**src/rtl/sup_pkg.sv**
```systemverilog
package sup_pkg;
    typedef enum logic [1:0] {
        ST_ASSERT   = 2'd0,
        ST_HOLD     = 2'd1,
        ST_RELEASED = 2'd2
    } sup_state_e;

    function automatic int ms_to_cyc(input int clk_hz, input int ms);
        return (clk_hz / 1000) * ms;
    endfunction
endpackage

```
**src/rtl/sup_sync2.sv**
```systemverilog
module sup_sync2 #(
    parameter logic RST_VAL = 1'b1
) (
    input  logic clk,
    input  logic rst_n,
    input  logic d_async,
    output logic q_sync
);
    logic meta_q;

    always_ff @(posedge clk or negedge rst_n) begin
        if (!rst_n) begin
            meta_q <= RST_VAL;
            q_sync <= RST_VAL;
        end else begin
            meta_q <= d_async;
            q_sync <= meta_q;
        end
    end
endmodule

```
**src/rtl/sup_press_qual.sv**
```systemverilog
module sup_press_qual #(
    parameter int PRESS_CYC = 20
) (
    input  logic clk,
    input  logic rst_n,
    input  logic btn_s,
    output logic pressed
);
    localparam int CW = $clog2(PRESS_CYC + 1);
    localparam logic [CW-1:0] LAST = CW'(PRESS_CYC - 1);

    logic [CW-1:0] low_cnt;

    // Count consecutive low cycles; any high level restarts the count.
    always_ff @(posedge clk or negedge rst_n) begin
        if (!rst_n) begin
            low_cnt <= '0;
            pressed <= 1'b0;
        end else if (btn_s) begin
            low_cnt <= '0;
            pressed <= 1'b0;
        end else if (low_cnt == LAST) begin
            pressed <= 1'b1;
        end else begin
            low_cnt <= low_cnt + 1'b1;
        end
    end
endmodule

```
**src/rtl/sup_trip_cmp.sv**
```systemverilog
module sup_trip_cmp #(
    parameter int VW         = 13,
    parameter int TRIP_LO_MV = 4620,
    parameter int TRIP_HI_MV = 4370
) (
    input  logic [VW-1:0] vsup_mv,
    input  logic          tol_sel,
    output logic          supply_low
);
    localparam logic [VW-1:0] LVL_LO = VW'(TRIP_LO_MV);
    localparam logic [VW-1:0] LVL_HI = VW'(TRIP_HI_MV);

    logic [VW-1:0] level;

    always_comb begin
        level      = tol_sel ? LVL_HI : LVL_LO;
        supply_low = (vsup_mv < level);
    end
endmodule

```
**src/rtl/sup_hold_timer.sv**
```systemverilog
module sup_hold_timer #(
    parameter int HOLD_CYC = 250
) (
    input  logic clk,
    input  logic rst_n,
    input  logic clear,
    input  logic run,
    output logic done
);
    localparam int CW = $clog2(HOLD_CYC + 1);
    localparam logic [CW-1:0] LAST = CW'(HOLD_CYC - 1);

    logic [CW-1:0] cnt;

    assign done = (cnt == LAST);

    always_ff @(posedge clk or negedge rst_n) begin
        if (!rst_n) begin
            cnt <= '0;
        end else if (clear) begin
            cnt <= '0;
        end else if (run && !done) begin
            cnt <= cnt + 1'b1;
        end
    end
endmodule

```
**src/rtl/supv_reset_gen.sv**
```systemverilog
module supv_reset_gen
    import sup_pkg::*;
#(
    parameter int CLK_HZ     = 50_000_000,
    parameter int PRESS_MS   = 20,
    parameter int HOLD_MS    = 250,
    parameter int VW         = 13,
    parameter int TRIP_LO_MV = 4620,
    parameter int TRIP_HI_MV = 4370
) (
    input  logic          clk,
    input  logic          rst_n,
    input  logic [VW-1:0] vsup_mv,
    input  logic          tol_sel,
    input  logic          btn_n,
    output logic          rst_out,
    output logic          rst_out_n
);
    localparam int PRESS_CYC = ms_to_cyc(CLK_HZ, PRESS_MS);
    localparam int HOLD_CYC  = ms_to_cyc(CLK_HZ, HOLD_MS);

    sup_state_e state_q, state_d;
    logic       btn_s;
    logic       pressed;
    logic       supply_low;
    logic       cause;
    logic       hold_done;

    sup_sync2 #(.RST_VAL(1'b1)) u_sync (
        .clk     (clk),
        .rst_n   (rst_n),
        .d_async (btn_n),
        .q_sync  (btn_s)
    );

    sup_press_qual #(.PRESS_CYC(PRESS_CYC)) u_qual (
        .clk     (clk),
        .rst_n   (rst_n),
        .btn_s   (btn_s),
        .pressed (pressed)
    );

    sup_trip_cmp #(
        .VW         (VW),
        .TRIP_LO_MV (TRIP_LO_MV),
        .TRIP_HI_MV (TRIP_HI_MV)
    ) u_cmp (
        .vsup_mv    (vsup_mv),
        .tol_sel    (tol_sel),
        .supply_low (supply_low)
    );

    sup_hold_timer #(.HOLD_CYC(HOLD_CYC)) u_hold (
        .clk   (clk),
        .rst_n (rst_n),
        .clear (state_q != ST_HOLD),
        .run   (state_q == ST_HOLD),
        .done  (hold_done)
    );

    assign cause = supply_low | pressed;

    // Next-state logic
    always_comb begin
        state_d = state_q;
        unique case (state_q)
            ST_ASSERT:   if (!cause) state_d = ST_HOLD;
            ST_HOLD:     if (cause) state_d = ST_ASSERT;
                         else if (hold_done) state_d = ST_RELEASED;
            ST_RELEASED: if (cause) state_d = ST_ASSERT;
            default:     state_d = ST_ASSERT;
        endcase
    end

    // State register
    always_ff @(posedge clk or negedge rst_n) begin
        if (!rst_n) state_q <= ST_ASSERT;
        else        state_q <= state_d;
    end

    // Outputs
    always_comb begin
        rst_out   = (state_q != ST_RELEASED);
        rst_out_n = (state_q == ST_RELEASED);
    end
endmodule

```
**config.mk**
```make
export PLATFORM = sky130hd
export DESIGN_NAME = supv_reset_gen
export DESIGN_NICKNAME = d
export VERILOG_FILES = /design/src/rtl/sup_pkg.sv /design/src/rtl/sup_sync2.sv /design/src/rtl/sup_press_qual.sv /design/src/rtl/sup_trip_cmp.sv /design/src/rtl/sup_hold_timer.sv /design/src/rtl/supv_reset_gen.sv
export SDC_FILE = /design/constraint.sdc
export NUM_CORES = 1
export LEC_CHECK = 0
export ABC_AREA = 0
export CAP_MARGIN = 20
export CORE_MARGIN = 4
export CORE_UTILIZATION = 30
export CTS_BUF_LIST = sky130_fd_sc_hd__clkbuf_8
export DETAILED_ROUTE_END_ITERATION = 16
export SLEW_MARGIN = 20
export SYNTH_ARGS = -nofsm -noshare
export SYNTH_HDL_FRONTEND = slang
export SYNTH_SLANG_ARGS = --single-unit
```
**constraint.sdc**
```tcl
create_clock -name clk -period 2.95 [get_ports clk]
set_input_delay 0.59 -clock clk [delete_from_list [all_inputs] [get_ports clk]]
set_output_delay 0.59 -clock clk [all_outputs]
set_load 0.05 [all_outputs]
```
==> key figures <==
Synthesis
  • Largest area contributor in the synthesized netlist: dfrtp_1
  • Synthesized area divided by synthesized cell count: between 9 and 10 µm²
  • Leading cell types by total area after synthesis: dfrtp_1 46%, xor2_1 6.9%, nor2_1 6.6%
  • Most used flip-flop cell after synthesis: dfrtp_1
  • Count of state elements after synthesis: slightly below 50
  • Yosys synthesis warning count: 0
  • Post-synth cell types: 40
  • Share of the synthesized area in the top cell type: a little under half
  • Async S/R FF share, synth: between 90% and 100%
  • Number of enable flip-flop cells after synthesis: 0
  • Number of cells produced by synthesis: between 200 and 300
  • Post-synthesis cell area: approximately 0.0026 mm²
  • Share of the yosys chip area belonging to registers: roughly half
  • Syn nets: between 200 and 300

Floorplanning
  • Initial standard-cell utilization of the core: a little under a third
  • Overall die area: 0.0101 mm²
  • Placement Rows: 33
  • IO Count: 19
  • Vertical die dimension: 100 µm
  • CORE AREA: about 0.0083 mm²
  • Die outline width: around 100 µm

Timing
  • Slew at the pin closest to its max-slew limit: 909 ps
  • Final max-slew violation count: 0
  • Hold violation total from the final report: 0
  • Time the final worst path needs with I/O delays and setup: ~2400 ps
  • Max Clock Freq: between 400 and 500 MHz
  • Final period util: about 80%
  • Max_slew headroom: ~40%
  • Total negative slack: 0 ps
  • Unrepaired setup endpoints after global routing: no
  • Clock Skews: between 5 and 6 ps
  • Final setup fails: 0

Critical path
  • Critical Path AT: roughly 1800 ps
  • CP Capture Type: output pin
  • Crit path max fanout: 4
  • Crit path required time: between 2000 and 2500 ps
  • Crit Path Category: flip-flop to output pin
  • Element type at the critical path start: flip-flop

Pwr
  • Power per standard cell area: around 400 mW/mm²
  • Leakage dissipation: between 1 and 1.5 nW
  • Max IR drop VDD: around 180 µV
  • Overall power after layout: ~1.2 mW

Hold path
  • Class of the worst hold path: primary input to async pin

Global routing
  • Number of antenna violations at the first check in global routing: 0
  • Remaining global-route overflow: 0
  • Total routing usage reported by global routing: 10.8%
  • Wire length of the first global-routing pass: 8900 µm
  • Maximum number of pins on one net before global-route repair: 24
  • Number of global-route vias before repair: just over 2,000

Clocking
  • Total number of H-tree levels: 2
  • Number of hold buffers added after cts: 0
  • Cts bufs inserted: 5
  • PostCTS Resize Cnt: 0
  • CTS root buffer: clkbuf_8
  • Post-CTS Setup Bufs: 0
  • Clock tree from TritonCTS: yes
  • Clock transition at the register clock pins on the worst setup and hold paths after CTS: 90 ps
  • Number of buffers on the longest clock path: 2
  • Number of clock sinks seen by CTS: 49
  • Clock latency on the worst-skew pair: ~310 ps

Detailed routing
  • Count of routing violations after the opening detailed-route iteration: just under 100
  • Number of DRC violations after detailed routing: 0
  • Routed wire per std cell: between 10 and 15 µm
  • Via-per-instance ratio: about 5
  • Aggregate routed wire length: about 4800 µm
  • DRT antenna net count: 0
  • First-pass iteration count of the detailed router: 4
  • Vias after detailed routing: ~1,900

Placement
  • GPL Wtd Cong: ~0.74
  • Post-detail-place hpwl: roughly 3400 µm
  • Number of buffer cells added on primary ports: 17
  • Cell Area, Placed: 0.00283 mm²

Status
  • Run status: completed

Layout
  • Post-route design area: 0.00292 mm²
  • Most common cell after layout, fill and taps aside: dfrtp_1
  • Share of post-route cells with drive strength above 1: roughly 6.4%
  • Top library cells by usage in the layout, fill and taps aside: 47 x dfrtp_1, 45 x nor2_1, 20 x xor2_1
  • Ant. Diodes: 0
  • Layout Area Growth over Synthesis: 14.2%
  • Final Util: between 30 and 40%
  • Layout net count: between 300 and 400

Flow run
  • Reported max-cap violation count: 0
-- critical path, cell delays in order (launching register included) --
cell             delay, ps
dfrtp_1                410
nand2b_1               190
inv_1                   60
clkdlybuf4s50_1        790
-- power breakdown --
group | switching (mW) | leakage (nW) | total, mW | internal, mW
clock network | 0.229 | 0.0439 | 0.393 | 0.164
logic | 0.0375 | 0.448 | 0.0711 | 0.0336
registers | 0.0134 | 0.671 | 0.695 | 0.682
total | 0.280 | 1.16 | 1.16 | 0.879
-- synthesized netlist by cell type, types with 2 or more instances --
cell type	instances
xnor2_1	12
nand2b_1	3
and4_1	5
o2111ai_1	4
nand2_1	13
dfstp_2	2
nor3_1	6
or4_1	2
and3_1	4
o21ai_1	2
inv_1	4
o21bai_1	3
nand3_1	16
nor2_1	45
nor4_2	3
a21oi_1	6
mux2i_1	2
nor4b_1	4
ha_1	7
nand4_1	11
or3_1	5
nor3b_1	3
o21a_1	2
clkbuf_1	5
o21ai_0	6
or2_1	2
xor2_1	20
nor4_1	5
a31oi_1	2
dfrtp_1	47
-- cell families after synthesis --
logic type,count (synthesis),share of synthesized area [%]
fa+ha+maj,7,3.43
mux,2,0.783
compound gates,28,6.95
simple gates,131,27.7
xor+xnor,32,11.0
buf+inv,12,2.10
flops,49,48.1
-- registers in the layout, indices dropped and copies added (netlist names) --
signal / cells
u_sync.q_sync: 1
u_sync.meta_q: 1
state_q: 2
u_hold.cnt: 24
u_qual.pressed: 1
u_qual.low_cnt: 20
-- through the flow --
step | instances | hold WS, ps | setup slack (ps)
detailed placement | 378 | 348 | 339
CTS | 386 | 105 | 580
global route | 386 | 111 | 438
global placement | 378 | 347 | 363
floorplan | 261 | 294 | 1060
finish | 386 | 112 | 600
-- per-layer routing --
layer	track usage (%)	share of wire, %	up-vias
met1	14.6	51	923
met3	2.29	3.2	5
met4	4.35	1.8	0
met2	16.7	44	28
met5	0	0	-
li1	-	-	969
-- final cells by class --
type / count / area, µm²
Fill cell: 838 / 5340
Timing Repair Buffer: 19 / 180
Multi-Input combinational cell: 200 / 1270
Sequential cell: 49 / 1230
Clock buffer: 5 / 68.8
Tap cell: 105 / 131
Inverter: 5 / 18.8
Clock inverter: 3 / 17.5
-- worst paths after layout --
path,endpoint,slack (ps),depth (start not counted),startpoint
setup reg to reg,u_hold.cnt[5]$_DFFE_PN0P_,700,6,u_hold.cnt[0]$_DFFE_PN0P_
min in group clk,u_sync.q_sync$_DFF_PN1_,360,0,u_sync.meta_q$_DFF_PN1_
hold reg to reg,u_sync.q_sync$_DFF_PN1_,360,0,u_sync.meta_q$_DFF_PN1_
setup / recovery,rst_out_n,600,3,state_q[0]$_DFFE_PN0P_
hold / removal,u_hold.cnt[4]$_DFFE_PN0P_,110,1,rst_n
max in group asynchronous,u_sync.q_sync$_DFF_PN1_,2270,2,rst_n
(Power assumes the default switching activity.)
